## config.mk

```make
export PLATFORM = sky130hd
export DESIGN_NAME = asmove_unit
export DESIGN_NICKNAME = d
export VERILOG_FILES = /design/src/rtl/asmove_pkg.sv /design/src/rtl/asmove_decode.sv /design/src/rtl/asmove_lanes.sv /design/src/rtl/asmove_ctrl.sv /design/src/rtl/asmove_unit.sv
export SDC_FILE = /design/constraint.sdc
export NUM_CORES = 1
export LEC_CHECK = 0
export BUFFER_PORTS_ARGS = -buffer_cell sky130_fd_sc_hd__clkbuf_2
export CORE_MARGIN = 1.5
export CORE_UTILIZATION = 27
export CTS_CLUSTER_DIAMETER = 120
export DETAILED_ROUTE_END_ITERATION = 7
export SETUP_SLACK_MARGIN = 0.15
export SLEW_MARGIN = 20
export SYNTH_ARGS = -nofsm -noshare
export SYNTH_HDL_FRONTEND = slang
export SYNTH_SLANG_ARGS = --single-unit
```

## constraint.sdc

```tcl
create_clock -name clk -period 2.66 [get_ports clk]
set_input_delay 0.399 -clock clk [delete_from_list [all_inputs] [get_ports clk]]
set_output_delay 0.399 -clock clk [all_outputs]
set_load 0.05 [all_outputs]
```

## src/rtl/asmove_pkg.sv

```systemverilog
package asmove_pkg;

  localparam int unsigned DATA_W   = 32;
  localparam int unsigned WORD_W   = 16;
  localparam int unsigned SEL_W    = 4;
  localparam int unsigned SIZE_LSB = 6;
  localparam int unsigned MODE_LSB = 3;
  localparam int unsigned EREG_LSB = 0;
  localparam int unsigned SEL_LSB  = 12;
  localparam int unsigned DIR_BIT  = 11;

  typedef enum logic [1:0] {
    SZ_BYTE = 2'b00,
    SZ_WORD = 2'b01,
    SZ_LONG = 2'b10,
    SZ_BAD  = 2'b11
  } size_e;

  typedef enum logic [1:0] {
    ST_IDLE = 2'b00,
    ST_XFER = 2'b01,
    ST_DONE = 2'b10
  } state_e;

  typedef struct packed {
    size_e            size;
    logic [SEL_W-1:0] reg_sel;
    logic             to_mem;
  } instr_t;

  // memory-type addressing modes only
  function automatic logic ea_is_memory(input logic [2:0] mode, input logic [2:0] ereg);
    case (mode)
      3'd2, 3'd3, 3'd4, 3'd5, 3'd6: ea_is_memory = 1'b1;
      3'd7:                         ea_is_memory = (ereg <= 3'd1);
      default:                      ea_is_memory = 1'b0;
    endcase
  endfunction

  function automatic int unsigned size_bytes(input size_e sz);
    case (sz)
      SZ_BYTE: size_bytes = 1;
      SZ_WORD: size_bytes = 2;
      default: size_bytes = DATA_W / 8;
    endcase
  endfunction

endpackage

```

## src/rtl/asmove_decode.sv

```systemverilog
module asmove_decode
  import asmove_pkg::*;
(
  input  logic [WORD_W-1:0] opcode,
  input  logic [WORD_W-1:0] ext_word,
  output instr_t            instr,
  output logic              size_bad,
  output logic              ea_bad
);

  logic [1:0] size_code;
  logic [2:0] ea_mode;
  logic [2:0] ea_reg;

  assign size_code = opcode[SIZE_LSB +: 2];
  assign ea_mode   = opcode[MODE_LSB +: 3];
  assign ea_reg    = opcode[EREG_LSB +: 3];

  assign instr.size    = size_e'(size_code);
  assign instr.reg_sel = ext_word[SEL_LSB +: SEL_W];
  assign instr.to_mem  = ext_word[DIR_BIT];

  assign size_bad = (size_code == SZ_BAD);
  assign ea_bad   = !ea_is_memory(ea_mode, ea_reg);

endmodule

```

## src/rtl/asmove_lanes.sv

```systemverilog
module asmove_lanes
  import asmove_pkg::*;
#(
  parameter int unsigned DW = DATA_W
) (
  input  size_e         size,
  input  logic          is_areg,
  input  logic [DW-1:0] old_val,
  input  logic [DW-1:0] load_val,
  input  logic [DW-1:0] store_src,
  output logic [DW-1:0] reg_val,
  output logic [DW-1:0] store_val
);

  localparam int unsigned NLANE = DW / 8;

  int unsigned nbytes;
  logic        sign_bit;

  assign nbytes = size_bytes(size);

  always_comb begin
    case (size)
      SZ_BYTE: sign_bit = load_val[7];
      SZ_WORD: sign_bit = load_val[15];
      default: sign_bit = load_val[DW-1];
    endcase
  end

  for (genvar i = 0; i < NLANE; i++) begin : g_lane
    logic live;
    assign live = (i < nbytes);
    assign store_val[8*i +: 8] = live ? store_src[8*i +: 8] : 8'h00;
    assign reg_val[8*i +: 8]   = live    ? load_val[8*i +: 8] :
                                 is_areg ? {8{sign_bit}}      : old_val[8*i +: 8];
  end

endmodule

```

## src/rtl/asmove_ctrl.sv

```systemverilog
module asmove_ctrl
  import asmove_pkg::*;
(
  input  logic   clk,
  input  logic   rst_n,
  input  logic   start,
  input  logic   supervisor,
  input  logic   size_bad,
  input  logic   ea_bad,
  input  logic   mem_ack,
  output state_e state,
  output logic   accept,
  output logic   capture,
  output logic   done,
  output logic   trap_priv,
  output logic   bad_size,
  output logic   bad_ea,
  output logic   xfer_ok
);

  logic priv_q, size_q, ea_q, ok_q;
  logic go_xfer;

  assign accept  = start && (state == ST_IDLE);
  assign capture = (state == ST_XFER) && mem_ack;
  assign go_xfer = supervisor && !size_bad && !ea_bad;
  assign done    = (state == ST_DONE);

  assign trap_priv = done && priv_q;
  assign bad_size  = done && size_q;
  assign bad_ea    = done && ea_q;
  assign xfer_ok   = done && ok_q;

  always_ff @(posedge clk or negedge rst_n) begin
    if (!rst_n) begin
      state  <= ST_IDLE;
      priv_q <= 1'b0;
      size_q <= 1'b0;
      ea_q   <= 1'b0;
      ok_q   <= 1'b0;
    end else begin
      case (state)
        ST_IDLE: if (accept) begin
          priv_q <= !supervisor;
          size_q <= supervisor && size_bad;
          ea_q   <= supervisor && !size_bad && ea_bad;
          ok_q   <= 1'b0;
          state  <= go_xfer ? ST_XFER : ST_DONE;
        end
        ST_XFER: if (mem_ack) begin
          ok_q  <= 1'b1;
          state <= ST_DONE;
        end
        default: begin
          priv_q <= 1'b0;
          size_q <= 1'b0;
          ea_q   <= 1'b0;
          ok_q   <= 1'b0;
          state  <= ST_IDLE;
        end
      endcase
    end
  end


  done_single_chk: assert property (@(posedge clk) disable iff (!rst_n)
    done |=> (state == ST_IDLE));


  one_status_chk: assert property (@(posedge clk) disable iff (!rst_n)
    $onehot0({trap_priv, bad_size, bad_ea, xfer_ok}));


  ack_done_chk: assert property (@(posedge clk) disable iff (!rst_n)
    capture |=> (done && xfer_ok));

endmodule

```

## src/rtl/asmove_unit.sv

```systemverilog
module asmove_unit
  import asmove_pkg::*;
#(
  parameter int unsigned VEC_W     = 8,
  parameter int unsigned PRIV_VEC  = 8,
  parameter int unsigned COST_W    = 4,
  parameter int unsigned BASE_COST = 4
) (
  input  logic              clk,
  input  logic              rst_n,
  input  logic              start,
  input  logic [WORD_W-1:0] opcode,
  input  logic [WORD_W-1:0] ext_word,
  input  logic              supervisor,
  input  logic [DATA_W-1:0] ea_addr,
  output logic [SEL_W-1:0]  rf_rd_sel,
  input  logic [DATA_W-1:0] rf_rd_data,
  output logic              rf_we,
  output logic [SEL_W-1:0]  rf_wr_sel,
  output logic [DATA_W-1:0] rf_wr_data,
  output logic              mem_req,
  output logic              mem_we,
  output logic [DATA_W-1:0] mem_addr,
  output logic [1:0]        mem_size,
  output logic [DATA_W-1:0] mem_wdata,
  input  logic              mem_ack,
  input  logic [DATA_W-1:0] mem_rdata,
  output logic              busy,
  output logic              done,
  output logic              trap_priv,
  output logic [VEC_W-1:0]  trap_vector,
  output logic              bad_size,
  output logic              bad_ea,
  output logic [COST_W-1:0] cycles
);

  instr_t            in_dec, cur;
  logic              in_size_bad, in_ea_bad;
  state_e            state;
  logic              accept, capture, xfer_ok;
  logic [DATA_W-1:0] ea_q, load_q, old_q;
  logic [DATA_W-1:0] reg_val, store_val;

  asmove_decode u_dec (
    .opcode   (opcode),
    .ext_word (ext_word),
    .instr    (in_dec),
    .size_bad (in_size_bad),
    .ea_bad   (in_ea_bad)
  );

  asmove_ctrl u_ctrl (
    .clk        (clk),
    .rst_n      (rst_n),
    .start      (start),
    .supervisor (supervisor),
    .size_bad   (in_size_bad),
    .ea_bad     (in_ea_bad),
    .mem_ack    (mem_ack),
    .state      (state),
    .accept     (accept),
    .capture    (capture),
    .done       (done),
    .trap_priv  (trap_priv),
    .bad_size   (bad_size),
    .bad_ea     (bad_ea),
    .xfer_ok    (xfer_ok)
  );

  always_ff @(posedge clk or negedge rst_n) begin
    if (!rst_n) begin
      cur    <= '0;
      ea_q   <= '0;
      load_q <= '0;
      old_q  <= '0;
    end else begin
      if (accept) begin
        cur  <= in_dec;
        ea_q <= ea_addr;
      end
      if (capture) begin
        load_q <= mem_rdata;
        old_q  <= rf_rd_data;
      end
    end
  end

  asmove_lanes #(.DW(DATA_W)) u_lanes (
    .size      (cur.size),
    .is_areg   (cur.reg_sel[SEL_W-1]),
    .old_val   (old_q),
    .load_val  (load_q),
    .store_src (rf_rd_data),
    .reg_val   (reg_val),
    .store_val (store_val)
  );

  assign busy        = (state != ST_IDLE);
  assign mem_req     = (state == ST_XFER);
  assign mem_we      = mem_req && cur.to_mem;
  assign mem_addr    = ea_q;
  assign mem_size    = cur.size;
  assign mem_wdata   = mem_req ? store_val : '0;
  assign rf_rd_sel   = cur.reg_sel;
  assign rf_wr_sel   = cur.reg_sel;
  assign rf_we       = xfer_ok && !cur.to_mem;
  assign rf_wr_data  = reg_val;
  assign trap_vector = trap_priv ? VEC_W'(PRIV_VEC) : '0;
  assign cycles      = xfer_ok ? COST_W'(BASE_COST) : '0;


  priv_trap_chk: assert property (@(posedge clk) disable iff (!rst_n)
    (accept && !supervisor) |=> (trap_priv && trap_vector == VEC_W'(PRIV_VEC) && !mem_req && !rf_we));


  bad_size_chk: assert property (@(posedge clk) disable iff (!rst_n)
    (accept && supervisor && opcode[SIZE_LSB +: 2] == 2'b11) |=> (bad_size && !mem_req));


  req_hold_chk: assert property (@(posedge clk) disable iff (!rst_n)
    (mem_req && !mem_ack) |=> (mem_req && $stable(mem_addr) && $stable(mem_we)));


  areg_sext_chk: assert property (@(posedge clk) disable iff (!rst_n)
    (rf_we && rf_wr_sel[SEL_W-1] && cur.size == SZ_BYTE) |-> (rf_wr_data[DATA_W-1:8] == {(DATA_W-8){rf_wr_data[7]}}));


  no_req_after_done_chk: assert property (@(posedge clk) disable iff (!rst_n)
    done |=> (!mem_req && !done));

endmodule

```

==> impl_summary.txt <==
----------------------------------------------------
[Drt]
  DRC violation count after routing ... 0
  Number of DRC markers after the initial detailed-route iteration ... 145
  Antenna-violating nets left ... 0
  Post-detailed-route wirelength per cell ... 15.2 um
  Sum of routed wire length over all layers ... 13000 um
  Detailed-route vias per instance ... 4.38
  Pre-Repair DR Iteration Count ... 4
  Vias after detailed routing ... 3766

[Pwr]
  Power density normalized to cell area ... 1250 mW/mm^2
  Power, Total ... 8.92 mW
  Peak supply drop ... 0.426 mV
  Pleak ... 3.50 nW

[Synth]
  Register bit total from synthesis ... 101
  Parity-gate share of the synthesized area counting xor and xnor cells ... 0%
  Cell area after synthesis ... 0.00510 sq mm
  Main combinational cell family by area after synthesis ... multiplexers
  Count of synthesis-stage warnings from yosys ... 0
  Portion of netlist area occupied by mux cells ... 25.3%
  Compound-cell area share of the yosys netlist ... 5.13%
  Synthesized-area fraction occupied by and/or/nand/nor cells ... 12.4%
  Sequential element share of the synthesized area ... 49.5%
  Instance count of the mapped netlist ... 408
  Mapped Avg Cell Area ... 12.5 sq um
  Yosys cell types ... 34
  Synth Area in Adders ... 0.245%

[STA]
  Min Tclk post-route ... 2480 ps
  Fmax ... 404 MHz
  Unrepaired setup endpoints after global routing ... true
  Transition at the pin with the smallest max-transition slack ... 514 ps
  Worst Hold Slack ... 265 ps
  TNS Setup ... 0 ps
  Setup clock skew after layout ... 12.1 ps
  Slew margin rel. ... 65.8%
  Fin. max-slew vios ... 0
  Final worst path period share ... 93.1%
  Number of setup violations in the final report ... 0
  Least setup slack across all paths after layout ... 183 ps
  Number of endpoints with negative hold slack in the final report ... 0

[Floorplan]
  Starting utilization of the core area ... 27.4%
  Core Box Area ... 0.0186 sq mm
  Y dimension of the die ... 140 um
  Row cnt ... 50
  Ports ... 259
  Width of the die ... 140 um
  Die Footprint ... 0.0197 sq mm

[Worst setup path]
  Worst reg-to-reg path cell count ... 5
  Worst Path Required ... 2260 ps
  Ordered cell list for the critical path ... nor2_4 -> inv_2 -> ha_4 -> and3_4 -> a31oi_4 -> clkbuf_16 -> a31oi_4 -> buf_8
  Path type of the worst setup path ... reg -> out
  Critical path fanouts, max ... 8
  Crit Reg-Reg Startpoint ... u_ctrl.state[0]
  Critical Path Max Stage Delay ... 470 ps
  Setup crit end kind ... output port
  Buffer and inverter count on the worst path ... 3
  Kind of launch point of the worst setup path ... flip-flop
  Most common cell type on the critical path ... sky130_fd_sc_hd__a31oi_4
  Top cell family by delay on the critical path ... flip-flops
  Worst-path cell with the longest stage delay ... sky130_fd_sc_hd__dfrtp_2
  Data arrival time of the worst path ... 2080 ps
  Worst reg-to-reg setup slack ... 770 ps
  FF-to-FF End ... load_q[27]

[Hold path]
  Start point of the worst hold path ... ea_addr[15]
  WHS Endpoint ... mem_addr[15]
  Hold Crit Depth ... 2
  Worst min-delay path class ... in -> reg

[Placement]
  # placed instances ... 838
  Worst slack after detailed placement ... 447 ps
  Count of port buffers added during placement ... 228
  Area after DPL ... 0.00659 sq mm
  Routability congestion estimate ... 0.762
  Post-detailed-placement half-perimeter wirelength ... 9670 um

[Clock tree]
  # H-tree levels ... 3
  Clk Tree Root Cell ... sky130_fd_sc_hd__clkbuf_16
  Clock latency of the later-clocked register in the worst-skew pair ... 360 ps
  Num Clock Sinks ... 101
  Clock input transition at the sequential cells of the worst setup and hold paths ... 80 ps
  Clock Tree Buf Depth ... 2
  TritonCTS clock tree ... yes
  TritonCTS Buffers ... 9

[Layout]
  Synthesis-to-finish area growth ... 40.2%
  Final instance area ... 0.00716 sq mm
  Count of non-filler cells in the finished layout ... 859
  Fill cell instance count of the final layout ... 1822
  Antenna Cells ... 0
  Share of cells above drive strength 1 ... 62.9%
  Count of nets after finishing ... 754
  Final core utilization ... 38.4%

[GRT]
  First-pass GRT wire length ... 20900 um
  Global-route usage over all layers ... 13.8%
  Largest net degree at the start of global routing ... 58
  Number of global-route vias before repair ... 3775
  GRT Residual Overflow ... 0
  Initial antenna violation count ... 0

[Job]
  Max capacitance violation total ... 0

[Run status]
  Outcome ... finished clean

----------------------------------------------------
[layer usage]
layer	up-vias	global-route usage [%]	part of all wire [%]
li1	1789	-	-
met3	18	3.21	6.0
met2	160	22.2	47
met1	1799	17.9	45
met5	-	0	0
met4	0	5.32	2.0
[registers in the layout, summed over array words and instances, names as in the netlist]
signal         cells
mem_addr          32
load_q            32
cur                1
rf_rd_sel          4
u_ctrl.size_q      1
u_ctrl.state       2
old_q             24
u_ctrl.ea_q        1
mem_size           2
u_ctrl.priv_q      1
u_ctrl.ok_q        1
[synthesized netlist by cell type, drive strengths merged]
library cell | instances | area share [%]
buf | 41 | 6.1
conb | 1 | 0.073
a31oi | 17 | 2.4
nand2b | 20 | 2.6
nand2 | 12 | 1.0
inv | 3 | 0.22
a21oi | 11 | 1.1
o2111ai | 1 | 0.17
nand4 | 1 | 0.12
nor2 | 20 | 1.5
and2 | 30 | 3.7
o21ai | 10 | 0.98
o22ai | 1 | 0.12
nor2b | 12 | 1.5
clkbuf | 14 | 1.0
and3 | 9 | 1.1
a41o | 1 | 0.20
mux2 | 96 | 25
dfrtp | 101 | 50
nor3b | 3 | 0.66
o32a | 1 | 0.20
or2 | 1 | 0.12
nand3 | 1 | 0.098
ha | 1 | 0.25
[report_power, final]
part,internal (mW),switching (mW),total (mW)
combinational,1.98,3.13,5.11
sequential,2.13,0.362,2.49
clock,0.662,0.662,1.32
[cells by family (layout without fill, tap and decap cells)]
| kind of cell | count (synthesis) | after routing |
|---|---|---|
| DFF | 101 | 101 |
| AOI/OAI and AO/OA | 42 | 42 |
| buffers and inverters | 58 | 266 |
| adders and majority gates | 1 | 1 |
| muxes | 96 | 96 |
| and+or+nand+nor | 109 | 109 |
| other | 1 | 10 |
[what timing repair did]
item | in CTS | in global routing
setup buffers | 2 | 1
gates resized for setup | 39 | 19
cloned | 1 | 0
hold buffers | 1 | 0
setup endpoints to repair | 32 | 24
endpoints found under the hold margin | 5 | 0
pin swaps | 5 | 2
[cells in the final DEF (no fill, tap or decap), types with 3 or more instances in the layout]
| cell | netlist | layout |
|---|---|---|
| sky130_fd_sc_hd__clkbuf_2 | 0 | 207 |
| sky130_fd_sc_hd__dfrtp_1 | 101 | 99 |
| sky130_fd_sc_hd__mux2_4 | 56 | 56 |
| sky130_fd_sc_hd__mux2_2 | 40 | 40 |
| sky130_fd_sc_hd__and2_1 | 29 | 29 |
| sky130_fd_sc_hd__nand2b_1 | 19 | 18 |
| sky130_fd_sc_hd__nor2_1 | 20 | 17 |
| sky130_fd_sc_hd__a31oi_4 | 1 | 15 |
| sky130_fd_sc_hd__buf_4 | 25 | 13 |
| sky130_fd_sc_hd__nor2b_1 | 12 | 11 |
| sky130_fd_sc_hd__a21oi_1 | 11 | 11 |
| sky130_fd_sc_hd__nand2_1 | 11 | 11 |
| sky130_fd_sc_hd__conb_1 | 1 | 10 |
| sky130_fd_sc_hd__clkbuf_16 | 0 | 10 |
| sky130_fd_sc_hd__and3_1 | 9 | 8 |
| sky130_fd_sc_hd__clkbuf_8 | 0 | 8 |
| sky130_fd_sc_hd__buf_8 | 0 | 7 |
| sky130_fd_sc_hd__o21ai_1 | 0 | 6 |
| sky130_fd_sc_hd__buf_12 | 0 | 5 |
| sky130_fd_sc_hd__inv_6 | 0 | 4 |
| sky130_fd_sc_hd__buf_6 | 7 | 3 |
[cell type report]
class / count / area [sq um] / share of cell area [%]
sequential: 101 / 2530 / 35.4
multi-input combinational: 258 / 2510 / 35.0
timing repair buffer: 247 / 1530 / 21.3
tap: 234 / 293 / 4.09
clock buffer: 9 / 225 / 3.15
clock inverter: 7 / 62.6 / 0.874
inverter: 3 / 11.3 / 0.157
[worst max-delay path by stage]
stage                start             end  slack, ps  cells after the start
2_1_floorplan  mem_size[1]  rf_wr_data[22]        150                     10
3_3_place_gp   mem_size[0]  rf_wr_data[17]        470                      8
3_5_place_dp   mem_size[0]  rf_wr_data[17]        450                      8
4_1_cts        mem_size[0]  rf_wr_data[17]         90                      8
5_1_grt        mem_size[0]  rf_wr_data[20]        100                      5
6_report       mem_size[0]  rf_wr_data[20]        180                      8
(Power assumes the default switching activity.)
